$ cat config.mk
export PLATFORM = sky130hd
export DESIGN_NAME = ext_sar_seq
export DESIGN_NICKNAME = d
export VERILOG_FILES = /design/src/rtl/ext_sar_seq.sv
export SDC_FILE = /design/constraint.sdc
export NUM_CORES = 1
export LEC_CHECK = 0
export BUFFER_PORTS_ARGS = -buffer_cell sky130_fd_sc_hd__buf_2
export CORE_ASPECT_RATIO = 1.5
export CORE_UTILIZATION = 61
export DETAILED_ROUTE_END_ITERATION = 16
export GPL_ROUTABILITY_DRIVEN = 0
export HOLD_SLACK_MARGIN = 0.03
export PLACE_DENSITY = 0.91
export SYNTH_ARGS = -nofsm -noshare
export SYNTH_HDL_FRONTEND = slang
export SYNTH_SLANG_ARGS = --single-unit
$ cat constraint.sdc
create_clock -name clk -period 3.85 [get_ports clk]
set_input_delay 0.1925 -clock clk [delete_from_list [all_inputs] [get_ports clk]]
set_output_delay 0.1925 -clock clk [all_outputs]
set_load 0.02 [all_outputs]
$ cat src/rtl/ext_sar_seq.sv
module ext_sar_seq #(
  parameter int NBITS       = 14,
  parameter int SHORT_FRAME = 24,
  parameter int LONG_FRAME  = 32,
  parameter int SHORT_HOLD  = 6
) (
  input  logic             clk,
  input  logic             rst_n,
  input  logic             sclk,
  input  logic             cs_n,
  input  logic             start,
  input  logic             long_acq,
  input  logic             unipolar,
  input  logic             abort,
  input  logic             cmp_ge,
  output logic             hold,
  output logic [NBITS-1:0] dac_code,
  output logic             strobe,
  output logic             strobe_oe,
  output logic             dout,
  output logic             dout_oe
);
  localparam int EXTRA = LONG_FRAME - SHORT_FRAME;
  localparam int CW    = $clog2(LONG_FRAME + 1);

  logic             busy, sclk_q, long_q, uni_q, dout_r;
  logic [CW-1:0]    cnt;
  logic [NBITS-1:0] mask;

  wire            fall  = busy & ~cs_n & sclk_q & ~sclk;
  wire [CW-1:0]   nxt   = cnt + 1'b1;
  wire [CW-1:0]   e_hld = long_q ? CW'(SHORT_HOLD + EXTRA) : CW'(SHORT_HOLD);
  wire [CW-1:0]   e_stb = e_hld + 1'b1;
  wire [CW-1:0]   e_msb = e_hld + CW'(2);
  wire [CW-1:0]   e_lsb = e_msb + CW'(NBITS - 1);
  wire [CW-1:0]   e_end = long_q ? CW'(LONG_FRAME) : CW'(SHORT_FRAME);
  wire            step  = (nxt >= e_msb) && (nxt <= e_lsb);
  wire [NBITS-1:0] kept = cmp_ge ? dac_code : (dac_code & ~mask);

  assign dout      = dout_r;
  assign dout_oe   = busy & ~cs_n;
  assign strobe_oe = busy & ~cs_n;

  always_ff @(posedge clk) begin
    if (!rst_n) begin
      busy <= 1'b0; sclk_q <= 1'b0; long_q <= 1'b0; uni_q <= 1'b0;
      cnt <= '0; hold <= 1'b0; strobe <= 1'b0; dout_r <= 1'b0;
      dac_code <= '0; mask <= '0;
    end else begin
      sclk_q <= sclk;
      if (abort || start) begin
        busy <= start & ~abort;
        long_q <= long_acq; uni_q <= unipolar;
        cnt <= '0; hold <= 1'b0; strobe <= 1'b0; dout_r <= 1'b0;
        dac_code <= '0; mask <= '0;
      end else if (fall) begin
        cnt    <= nxt;
        strobe <= (nxt == e_stb);
        if (nxt == e_hld) hold <= 1'b1;
        if (nxt == e_lsb + 1'b1) hold <= 1'b0;
        if (nxt == e_stb) begin
          dac_code <= NBITS'(1) << (NBITS - 1);
          mask     <= NBITS'(1) << (NBITS - 1);
        end
        if (step) begin
          dac_code <= kept | (mask >> 1);
          mask     <= mask >> 1;
          dout_r   <= cmp_ge ^ (~uni_q & mask[NBITS-1]);
        end else begin
          dout_r <= 1'b0;
        end
        if (nxt == e_end) begin
          busy <= 1'b0; cnt <= '0; hold <= 1'b0;
        end
      end
    end
  end


  strobe_edge_chk: assert property (@(posedge clk) disable iff (!rst_n)
    $rose(strobe) |-> $past(fall));

  strobe_width_chk: assert property (@(posedge clk) disable iff (!rst_n)
    (strobe && fall && !start && !abort) |=> !strobe);

  strobe_in_hold_chk: assert property (@(posedge clk) disable iff (!rst_n)
    strobe |-> hold);

  trial_onehot_chk: assert property (@(posedge clk) disable iff (!rst_n)
    $onehot0(mask));

  cs_freeze_chk: assert property (@(posedge clk) disable iff (!rst_n)
    (busy && cs_n && !start && !abort) |=> ($stable(dac_code) && $stable(cnt) && $stable(strobe)));

  oe_cs_chk: assert property (@(posedge clk) disable iff (!rst_n)
    (dout_oe || strobe_oe) |-> !cs_n);

  abort_idle_chk: assert property (@(posedge clk) disable iff (!rst_n)
    abort |=> (!strobe && !hold && !dout_oe && !strobe_oe));
endmodule

==> metrics.md <==
| Metric | Value |
|---|---|
| Pre-antenna DRT Iters | 4 |
| Hold_buf cts | 0 |
| Number of top-level pins | 28 |
| Pwr Density | 356.3 nW/µm² |
| Avg Cell Area, Syn | 8.990 µm² |
| Mapped Nets | 248 |
| Gate Count Post-Synth | 232 |
| Power share of the clock group | 43.7% |
| CTS tree | yes |
| Most frequent cells in the layout | 41 x nand2_1, 41 x dfxtp_1, 27 x buf_2 |
| Hold WS | 90.01 ps |
| H-tree depth | 2 |
| Part of the power in registers | 52.3% |
| Critical Path Max Stage Delay | 520 ps |
| Comb power frac | 4.0% |
| Final worst clock skew | 5.526 ps |
| Clock root cell | clkbuf_8 |
| Status | finished clean |
| Routed len/inst | 15.45 µm |
| Nets | 268 |
| Slowest cell on crit path | dfxtp_1 |
| First DRT Iteration DRCs | 48 |
| Switching power | 170.0 µW |
| Tcrit/Tclk final | 73.19% |
| DIE WIDTH | 49.75 µm |
| Final setup violation count | 0 |
| Max Slew Vio Count | 0 |
| P&R area growth vs syn | 10.14% |
| Post-cts resize count | 0 |
| Worst vdd ir | 0.3269 mV |
| Mapped cell area | 2086 µm² |
| Starting Density | 65.37% |
| Synth top area share | 39.35% |
| Post-DP HPWL | 3009 µm |
| CTS buffer count | 5 |
| Sw Share | 20.77% |
| Grt ovf | 0 |
| Maxcap violations | 0 |
| Synth area leaders | dfxtp_1 39%, nand2_1 7.4%, o2111ai_1 5.5% |
| Tmin final | 2818 ps |
| Flop2flop setup slack | 1030 ps |
| Initial antenna violation count | 0 |
| First-pass GRT wire length | 7465 µm |
| Antenna Nets Post-Route | 0 |
| Max clock buf depth | 2 |
| Clk slew on worst S/H paths | 80 ps |
| RSZ-0062 raised after global routing | false |
| Die Ht | 73.62 µm |
| Hold violation count in the final report | 0 |
| CTS Sinks | 41 |
| HP Class | input pin to flip-flop |
| Slew @ Worst Pin | 875.6 ps |
| Post-CTS Repair Setup Buffers | 0 |
| Most used cell, CP | nand3_1 |
| Yosys warns | 0 |
| Clk Latency, worst-skew pair | 300 ps |
| Worst path cell trace | nand3_1, xnor2_1, ha_1, nand3_1, and3_4, a211oi_4, o21a_4, o21ai_0 |
| Vias | 1775 |
| Die area | 3662 µm² |
| Category of the most critical setup path | flip-flop to flip-flop |
| Max-Slew Margin vs Limit | 41.63% |
| N_diodes | 0 |
| #FFs+latches synth | 41 |
| Internal power | 648.5 µW |
| Worst path required time | 4030 ps |
| GRT Total Usage | 27.30% |
| Largest net degree at the start of global routing | 27 |
| Fmax | 0.3549 GHz |
| Std cell rows | 25 |
| Netlist cell types | 47 |
| Critical path launch point type | flip-flop |
| CP endpoint kind | flip-flop |
| Worst Path Max Fanout | 26 |
| Share of cells above drive strength 1 | 19.76% |
| Leading area contributor after synthesis | dfxtp_1 |
| Final wirelength | 4526 µm |
| Number of port buffers | 27 |
| Residual DRC | 0 |
| CP Data Arrival Time | 2990 ps |
| Vias per inst | 6.058 |
| Vias in the first global route | 1656 |
| Core area | 3191 µm² |
| Pleak | 0.9093 nW |
| Setup TNS | 0 ps |
| Register area share after synthesis | 39.35% |
-- worst paths after layout --
check | start | to | cells after the start
worst max-delay path | cnt[2] | dac_code[4] | 8
worst min-delay path | abort | busy | 2
worst min register to register | dout | dout | 2
worst max register to register | cnt[2] | dac_code[4] | 8
-- sequential cells by signal (all words and copies together) (netlist names) --
signal    count
strobe        1
hold          1
uni_q         1
mask         14
busy          1
long_q        1
sclk_q        1
dac_code     14
dout          1
cnt           6
-- cell usage after synthesis, drive strengths merged --
cell      n
o211ai    1
nand3b    1
nor3b     2
a2111oi   1
a21boi   16
and3      4
o21a      2
ha        7
nand3     3
and4      2
a21oi     6
buf      11
or2       1
nor3      2
a41o      1
nand2    42
dfxtp    41
nor2b     1
a211oi    1
o22ai    13
nor2      7
nand2b    3
and3b     1
xnor2     4
and2b     1
a221oi    1
inv       6
o21ai    16
nand4     3
clkbuf    5
a31oi     1
o2111ai  13
and2      5
xor2      5
nand4bb   1
o211a     2
-- layer usage --
layer	wire length (µm)	track usage [%]
met1	1807	28.79
met3	162	4.762
met5	0	0
met4	155	17.14
met2	2400	49.40
-- logic make-up (layout without fill, tap and decap cells) --
| group | Yosys count | after routing | synth area share [%] |
|---|---|---|---|
| and+or+nand+nor | 79 | 79 | 19.26 |
| buffers and inverters | 22 | 43 | 6.118 |
| adders and majority gates | 7 | 7 | 4.199 |
| DFF | 41 | 41 | 39.35 |
| xor gates and xnor gates | 9 | 9 | 3.779 |
| AOI/OAI and AO/OA | 74 | 74 | 27.30 |
-- worst max-delay path, delay by kind of cell, from the launching register on --
family / cells / cell delay, ps
fa+ha+maj: 1 / 410
compound gates: 3 / 1020
simple gates: 3 / 560
flops: 1 / 520
xor+xnor: 1 / 190
-- cell type report --
type | instances | area (µm²)
Timing Repair Buffer | 29 | 150.1
Sequential cell | 41 | 820.8
Clock inverter | 1 | 30.03
Fill cell | 258 | 893.4
Tap cell | 40 | 50.05
Multi-Input combinational cell | 169 | 1137
Inverter | 6 | 22.52
Clock buffer | 7 | 86.33
-- stage by stage --
stage | utilization [%] | instances | setup slack (ps) | area [µm²] | power (mW)
detailed placement | 68.35 | 285 | 1107 | 2181 | 0.4701
global placement | 68.35 | 285 | 1236 | 2181 | 0.4690
finish | 72.00 | 293 | 1032 | 2297 | 0.8184
global route | 72.00 | 293 | 800.9 | 2297 | 0.8412
CTS | 72.00 | 293 | 1052 | 2297 | 0.8238
floorplan | - | 232 | 1562 | 2086 | 0.4591
-- power by group through the flow --
stage	Clock, mW	Sequential, mW	Combinational, mW
4_1_cts	0.364	0.428	0.0323
6_report	0.358	0.428	0.0325
2_1_floorplan	0	0.437	0.0217
5_1_grt	0.377	0.428	0.0357
3_5_place_dp	0	0.438	0.0321
3_3_place_gp	0	0.438	0.0311
No activity file was read; power rests on OpenSTA's default activity.
